### src/rtl/trit_pkg.sv
package trit_pkg;

  typedef logic [1:0] trit_t;

  localparam trit_t TRIT_LO  = 2'd0;
  localparam trit_t TRIT_MID = 2'd1;
  localparam trit_t TRIT_HI  = 2'd2;

  localparam logic [2:0] OP_ZERO = 3'd0;
  localparam logic [2:0] OP_ONE  = 3'd1;
  localparam logic [2:0] OP_HALF = 3'd2;
  localparam logic [2:0] OP_INV  = 3'd3;
  localparam logic [2:0] OP_IMP  = 3'd4;
  localparam logic [2:0] OP_SDIS = 3'd5;

  localparam int STEP_W = 2;

  typedef enum logic [2:0] {
    RULE_NONE,
    RULE_SDIS,
    RULE_INV1,
    RULE_INV2,
    RULE_IMP1,
    RULE_IMP2,
    RULE_IMP3
  } rule_e;

  typedef struct packed {
    logic  capture;
    logic  clear;
    logic  writeConst;
    trit_t constVal;
    logic  raise;
    rule_e rule;
  } strobe_t;

endpackage

### src/rtl/trit_step_rule.sv
module trit_step_rule
  import trit_pkg::*;
(
  input  rule_e rule,
  input  trit_t a,
  input  trit_t b,
  output trit_t level
);
  logic [2:0] sumAB;
  logic [2:0] bPlus1;

  always_comb begin
    sumAB  = {1'b0, a} + {1'b0, b};
    bPlus1 = {1'b0, b} + 3'd1;
    level  = TRIT_LO;
    unique case (rule)
      RULE_SDIS: level = (sumAB >= 3'd2) ? TRIT_HI : sumAB[1:0];
      RULE_INV1: level = (a <= TRIT_MID) ? TRIT_MID : TRIT_LO;
      RULE_INV2: level = (a == TRIT_LO) ? TRIT_HI : TRIT_LO;
      RULE_IMP1: level = (a <= b) ? TRIT_MID : TRIT_LO;
      RULE_IMP2: level = (a <= b) ? TRIT_HI : TRIT_LO;
      RULE_IMP3: level = ({1'b0, a} == bPlus1) ? TRIT_MID : TRIT_LO;
      default:   level = TRIT_LO;
    endcase
  end
endmodule

### src/rtl/trit_cell_bank.sv
module trit_cell_bank
  import trit_pkg::*;
#(
  parameter  int CELLS = 8,
  localparam int AW    = $clog2(CELLS)
) (
  input  logic          clk,
  input  logic          rstN,
  input  strobe_t       stb,
  input  logic [AW-1:0] selA,
  input  logic [AW-1:0] selB,
  input  logic [AW-1:0] selOut,
  input  logic [AW-1:0] rdAddr,
  output trit_t         rdData,
  output trit_t         outVal
);
  trit_t cellQ [CELLS];
  trit_t capA, capB;
  trit_t target;
  trit_t nextOut;
  logic  wrEn;

  trit_step_rule rule_i (
    .rule (stb.rule),
    .a    (capA),
    .b    (capB),
    .level(target)
  );

  always_comb begin
    nextOut = cellQ[selOut];
    if (stb.writeConst)
      nextOut = stb.constVal;
    else if (stb.clear)
      nextOut = TRIT_LO;
    else if (stb.raise && (target > cellQ[selOut]))
      nextOut = target;
  end

  assign wrEn = stb.writeConst | stb.clear | stb.raise;

  always_ff @(posedge clk) begin
    if (!rstN) begin
      for (int i = 0; i < CELLS; i++) cellQ[i] <= TRIT_LO;
    end else if (wrEn) begin
      cellQ[selOut] <= nextOut;
    end
  end

  always_ff @(posedge clk) begin
    if (!rstN) begin
      capA <= TRIT_LO;
      capB <= TRIT_LO;
    end else if (stb.capture) begin
      capA <= cellQ[selA];
      capB <= cellQ[selB];
    end
  end

  assign rdData = cellQ[rdAddr];
  assign outVal = cellQ[selOut];
endmodule

### src/rtl/trit_gate_ctrl.sv
module trit_gate_ctrl
  import trit_pkg::*;
#(
  parameter  int CELLS = 8,
  localparam int AW    = $clog2(CELLS)
) (
  input  logic          clk,
  input  logic          rstN,
  input  logic          start,
  input  logic [2:0]    opcode,
  input  logic [AW-1:0] addrA,
  input  logic [AW-1:0] addrB,
  input  logic [AW-1:0] addrOut,
  output logic [AW-1:0] selA,
  output logic [AW-1:0] selB,
  output logic [AW-1:0] selOut,
  output strobe_t       stb,
  output logic          busy,
  output logic          done,
  output logic          error
);
  typedef enum logic [1:0] {ST_IDLE, ST_FIRST, ST_STEP} state_e;

  state_e            state;
  logic [2:0]        opR;
  logic [STEP_W-1:0] stepCnt;
  logic [STEP_W-1:0] lastStep;
  logic              isConst, isCompute;

  assign isConst   = (opR == OP_ZERO) || (opR == OP_ONE) || (opR == OP_HALF);
  assign isCompute = (opR == OP_INV) || (opR == OP_IMP) || (opR == OP_SDIS);

  always_comb begin
    unique case (opR)
      OP_INV:  lastStep = STEP_W'(1);
      OP_IMP:  lastStep = STEP_W'(2);
      default: lastStep = STEP_W'(0);
    endcase
  end

  always_ff @(posedge clk) begin
    if (!rstN) begin
      state   <= ST_IDLE;
      opR     <= OP_ZERO;
      selA    <= '0;
      selB    <= '0;
      selOut  <= '0;
      stepCnt <= '0;
      busy    <= 1'b0;
      done    <= 1'b0;
      error   <= 1'b0;
    end else begin
      done  <= 1'b0;
      error <= 1'b0;
      unique case (state)
        ST_IDLE: begin
          if (start) begin
            opR    <= opcode;
            selA   <= addrA;
            selB   <= addrB;
            selOut <= addrOut;
            busy   <= 1'b1;
            state  <= ST_FIRST;
          end
        end
        ST_FIRST: begin
          stepCnt <= '0;
          if (isCompute) begin
            state <= ST_STEP;
          end else begin
            state <= ST_IDLE;
            busy  <= 1'b0;
            done  <= 1'b1;
            error <= !isConst;
          end
        end
        ST_STEP: begin
          stepCnt <= stepCnt + STEP_W'(1);
          if (stepCnt == lastStep) begin
            state <= ST_IDLE;
            busy  <= 1'b0;
            done  <= 1'b1;
          end
        end
        default: state <= ST_IDLE;
      endcase
    end
  end

  always_comb begin
    stb      = '0;
    stb.rule = RULE_NONE;
    unique case (state)
      ST_FIRST: begin
        if (isConst) begin
          stb.writeConst = 1'b1;
          stb.constVal   = (opR == OP_ZERO) ? TRIT_LO :
                           (opR == OP_ONE)  ? TRIT_HI : TRIT_MID;
        end else if (isCompute) begin
          stb.capture = 1'b1;
          stb.clear   = 1'b1;
        end
      end
      ST_STEP: begin
        stb.raise = 1'b1;
        if (opR == OP_SDIS)
          stb.rule = RULE_SDIS;
        else if (opR == OP_INV)
          stb.rule = (stepCnt == '0) ? RULE_INV1 : RULE_INV2;
        else if (opR == OP_IMP)
          stb.rule = (stepCnt == '0) ? RULE_IMP1 :
                     (stepCnt == STEP_W'(1)) ? RULE_IMP2 : RULE_IMP3;
      end
      default: ;
    endcase
  end
endmodule

### src/rtl/trit_gate_engine.sv
module trit_gate_engine
  import trit_pkg::*;
#(
  parameter  int CELLS = 8,
  localparam int AW    = $clog2(CELLS)
) (
  input  logic          clk,
  input  logic          rstN,
  input  logic          start,
  input  logic [2:0]    opcode,
  input  logic [AW-1:0] addrA,
  input  logic [AW-1:0] addrB,
  input  logic [AW-1:0] addrOut,
  input  logic [AW-1:0] rdAddr,
  output logic [1:0]    rdData,
  output logic          busy,
  output logic          done,
  output logic          error
);
  strobe_t       stb;
  logic [AW-1:0] selA, selB, selOut;
  trit_t         outVal;

  trit_gate_ctrl #(.CELLS(CELLS)) ctrl_i (
    .clk(clk), .rstN(rstN), .start(start), .opcode(opcode),
    .addrA(addrA), .addrB(addrB), .addrOut(addrOut),
    .selA(selA), .selB(selB), .selOut(selOut), .stb(stb),
    .busy(busy), .done(done), .error(error)
  );

  trit_cell_bank #(.CELLS(CELLS)) bank_i (
    .clk(clk), .rstN(rstN), .stb(stb),
    .selA(selA), .selB(selB), .selOut(selOut),
    .rdAddr(rdAddr), .rdData(rdData), .outVal(outVal)
  );
endmodule

### config.mk
export PLATFORM = sky130hd
export DESIGN_NAME = trit_gate_engine
export DESIGN_NICKNAME = d
export VERILOG_FILES = /design/src/rtl/trit_pkg.sv /design/src/rtl/trit_step_rule.sv /design/src/rtl/trit_cell_bank.sv /design/src/rtl/trit_gate_ctrl.sv /design/src/rtl/trit_gate_engine.sv
export SDC_FILE = /design/constraint.sdc
export NUM_CORES = 1
export LEC_CHECK = 0
export BUFFER_PORTS_ARGS = -buffer_cell sky130_fd_sc_hd__buf_4
export CAP_MARGIN = 20
export CELL_PAD_IN_SITES_DETAIL_PLACEMENT = 1
export CELL_PAD_IN_SITES_GLOBAL_PLACEMENT = 1
export CORE_MARGIN = 3
export CORE_UTILIZATION = 50
export DETAILED_ROUTE_END_ITERATION = 12
export MAX_ROUTING_LAYER = met4
export PLACE_DENSITY_LB_ADDON = 0.1
export RECOVER_POWER = 25
export SLEW_MARGIN = 20
export SYNTH_ARGS = -nofsm -noshare
export SYNTH_HDL_FRONTEND = slang
export SYNTH_SLANG_ARGS = --single-unit
### constraint.sdc
create_clock -name clk -period 8.75 [get_ports clk]
set_input_delay 0.4375 -clock clk [delete_from_list [all_inputs] [get_ports clk]]
set_output_delay 0.4375 -clock clk [all_outputs]
set_load 0.03 [all_outputs]
==> summary by stage <==
Run status
The flow ran to the end, and the final reports show no timing, DRC or antenna violations.

STA
The part of the cycle the worst path needs is 36.7%. The final setup violation count is 0. The setup slack after layout is 5.53 ns. The time the worst path needs with I/O delays and setup is 3.22 ns. Clock skew on the completed layout was measured at 0.00818 ns.

Setup repair after global routing left no endpoint under its margin. The final hold violation count came to 0. The normalized max-slew margin is 48.9%. The total count of max-transition violations in the final report is 0. The slew at the pin with the worst max-slew slack is 0.767 ns. Summed over all failing endpoints, the final setup total negative slack is 0 ns.

Derived from the worst setup path, the maximum achievable clock frequency is 0.311 GHz.

Clock tree
Buffers inserted during clock tree synthesis total 5. TritonCTS built the clock tree. The buffers inserted during post-CTS setup optimization is 0. The post-cts sizing count is 0. The depth of the CTS H-tree is 2. The root buffer selected by CTS is clkbuf_8. The number of hold buffers added after CTS is 0. The clock insertion delay at the later pin of the skew report is 0.30 ns. The count of clock tree sinks is 42. The maximum root-to-sink buffer count is 2. The clock transition time at the flip-flop clock pins of the worst setup and hold paths is 0.08 ns.

GRT
The initial antenna violation count is 0. The via count of the first global-routing pass came to 2104. The largest net degree at the start of global routing is 20. The first global-routing pass estimated 10.5 mm of wire.

After global routing the overflow that remains totals 0. The global-route usage over all layers is 23.3%.

Floorplan
The die is 77.8 microns tall. In this run the count of I/O pins placed on the die edge is 23. The standard cell core area is 4850 sq um. The effective utilization at floorplan is 53.1%. From left edge to right edge, the die measures 77.8 microns.

In this run the core area contains 25 standard-cell rows. The die area is 6050 sq um.

Worst setup path
The setup check on the worst reg-to-reg path leaves a slack of 5.53 ns. The worst flop-to-flop path endpoint is bank_i.cellQ[1][1]$_SDFFCE_PN0P_. The worst setup path is of the flop to flop kind. The launch point of the worst path is ctrl_i.state[0]$_SDFFE_PN0P_.

The critical path required time is 8.79 ns. Traced cell by cell, the critical path runs through inv_1, ha_1, or4b_1, o22ai_1, a21o_1, ha_1, nor2b_1, o211ai_1, nor2_1, a211oi_4, nor2_1. The number of cells on the worst reg-to-reg path is 11.

The termination of the worst setup path is bank_i.cellQ[1][1]$_SDFFCE_PN0P_. The maximum fanout count along the critical path is 11. The worst setup path is launched from a flop. On the critical path, the stage with the largest delay is an instance of a211oi_4.

The worst stage delay on the critical path is 0.48 ns. At the worst endpoint, the arrival time is 3.26 ns. The worst register-to-register path begins at ctrl_i.state[0]$_SDFFE_PN0P_.

STA classifies the critical path endpoint as a flop.

Yosys
The top-area cell type share of the netlist area is 20.2%. During synthesis, Yosys emitted a total of 0 warnings. The number of register bits inferred by synthesis is 42. The cell taking the most area after synthesis is dfxtp_1.

In this run, synthesis inferred 16 flip-flops with an integrated enable. The net count after synthesis is 280. The cell area after synthesis is 2580 sq um.

The count of cell types in the netlist is 53. The number of standard cells after synthesis is 248. The synthesized area per cell is 10.4 sq um. Among all flip-flop cells after synthesis, the most frequent one is dfxtp_1. In the synthesized netlist the async set-or-reset flop fraction comes to 0%. After synthesis, flip-flops and latches occupy 38.9% of the total area. After synthesis, the cell types taking the most area are dfxtp_1 (20%), edfxtp_1 (19%), mux4_2 (10%).

By instance count, the leading cell after synthesis is nand2_1. The commonest cells after synthesis are nand2_1 (39), nor2_1 (30), dfxtp_1 (26).

Route
For this block, the routed nets add up to 6.36 mm of wire. The DRC violation total after the first TritonRoute iteration is 102. The first detailed-routing pass ran for 4 iterations. The number of vias in the routed layout is 1989. The number of nets with antenna violations after detailed routing is 0. After detailed routing, the average wire length per cell comes to 19.0 microns.

The DRC violations left is 0. Dividing the detail-routed via count by the number of cells gives 5.94.

Placed design
The count of buffers from port buffering is 22. Routability-driven placement finished with a final weighted congestion of 0.814. The number of cells after detailed placement is 327. The post-placement worst setup slack is 5.56 ns. Detailed placement finished with a half-perimeter wire length of 4.94 mm.

Power
The worst-case IR drop observed on VDD is 0.109 mV. The analysis attributes to cell leakage a power of 1.04 nW. For this design the ratio of total power to cell area is 150 nW/um^2.

Final layout
The synthesis-to-layout area growth is 9.91%. The net count of the finished layout is 299. The number of cells in the finished layout apart from fillers is 335. For this run, the share of the core covered by cells in the final layout is 58.4%.

The layout cell share with drive strength beyond 1 is 17.5%. 0 antenna diodes ended up in the layout.

Run
Max-cap violations in this run came to 0.

Min path
The path class of the lowest-slack min-delay path is input pin to flop.
cells in the final DEF (no fill, tap or decap), types with 2 or more instances in the layout:
master	n
edfxtp_1	16
o22ai_1	2
nor3_1	2
o21ai_0	2
and4_1	2
a21oi_1	16
buf_4	18
nand2b_1	3
nand3_1	8
nor3b_2	3
mux2_2	4
inv_1	9
nand2_1	39
mux4_1	4
dfxtp_1	26
nor2_1	30
ha_1	13
clkbuf_1	6
nand4b_1	4
mux2i_1	4
clkbuf_8	5
a21boi_0	3
nand3b_1	3
a211oi_1	4
mux4_2	12
nor2b_1	4
cells by family (layout without fill, tap and decap cells):
| logic type | count (synthesis) | after routing | synth area share [%] |
|---|---|---|---|
| and+or+nand+nor | 107 | 107 | 21.0 |
| xor gates and xnor gates | 1 | 1 | 0.340 |
| adders and majority gates | 14 | 14 | 7.09 |
| muxes | 25 | 25 | 18.7 |
| AOI/OAI and AO/OA | 39 | 39 | 10.3 |
| buffers and inverters | 20 | 40 | 3.64 |
| DFF | 42 | 42 | 38.9 |
layout make-up:
cell class	instances	area, sq um
Timing Repair Buffer	22	150
Multi-Input combinational cell	186	1480
Clock buffer	7	76.3
Sequential cell	42	1000
Clock inverter	1	7.51
Fill cell	557	2020
Inverter	10	37.5
Tap cell	67	83.8
worst min-delay path by stage:
| stage | startpoint | to | cells past startpoint |
|---|---|---|---|
| floorplan | ctrl_i.selA[2]$_SDFFE_PN0P_ | ctrl_i.selA[2]$_SDFFE_PN0P_ | 2 |
| CTS | opcode[1] | ctrl_i.opR[1]$_SDFFE_PN0P_ | 3 |
| global route | addrB[1] | ctrl_i.selB[1]$_SDFFE_PN0P_ | 3 |
| finish | addrB[1] | ctrl_i.selB[1]$_SDFFE_PN0P_ | 3 |
| detailed placement | bank_i.capB[1]$_SDFFE_PN0P_ | bank_i.capB[1]$_SDFFE_PN0P_ | 2 |
| global placement | ctrl_i.busy$_SDFFE_PN0P_ | ctrl_i.busy$_SDFFE_PN0P_ | 2 |
state kept, by name, indices dropped and copies added (netlist names), named ones only:
name	cells
ctrl_i.busy	1
bank_i.capA	2
ctrl_i.selB	3
ctrl_i.stepCnt	2
bank_i.capB	2
ctrl_i.done	1
ctrl_i.selOut	3
ctrl_i.state	2
ctrl_i.error	1
ctrl_i.selA	3
bank_i.cellQ	16
ctrl_i.opR	3
worst max-delay path: cells and delay by family, from the launching register on:
kind            cells  cell delay [ns]
buf+inv             1             0.11
flops               1             0.33
fa+ha+maj           2             0.62
compound gates      4             1.08
simple gates        4             0.80
through the flow:
step	cell area, sq um	total power (W)	hold slack (ns)
4_1_cts	2850	0.000427	0.380
5_1_grt	2830	0.000444	0.381
3_3_place_gp	2770	0.000300	0.513
6_report	2830	0.000425	0.381
3_5_place_dp	2770	0.000304	0.521
2_1_floorplan	2580	0.000279	0.482
per-layer routing:
layer  wire [microns]  vias to the layer above  GRT usage, %
li1                 -                      949             -
met1             2500                      986          26.1
met2             3530                       41          41.4
met3              222                       13          4.87
met4               99                        0          7.12
met5                0                        -             -
power by group:
| part | internal [W] | switching, W |
|---|---|---|
| registers | 0.000212 | 0.0000141 |
| clock network | 0.0000565 | 0.0000695 |
| logic | 0.0000348 | 0.0000381 |
No activity file was read; power rests on OpenSTA's default activity.
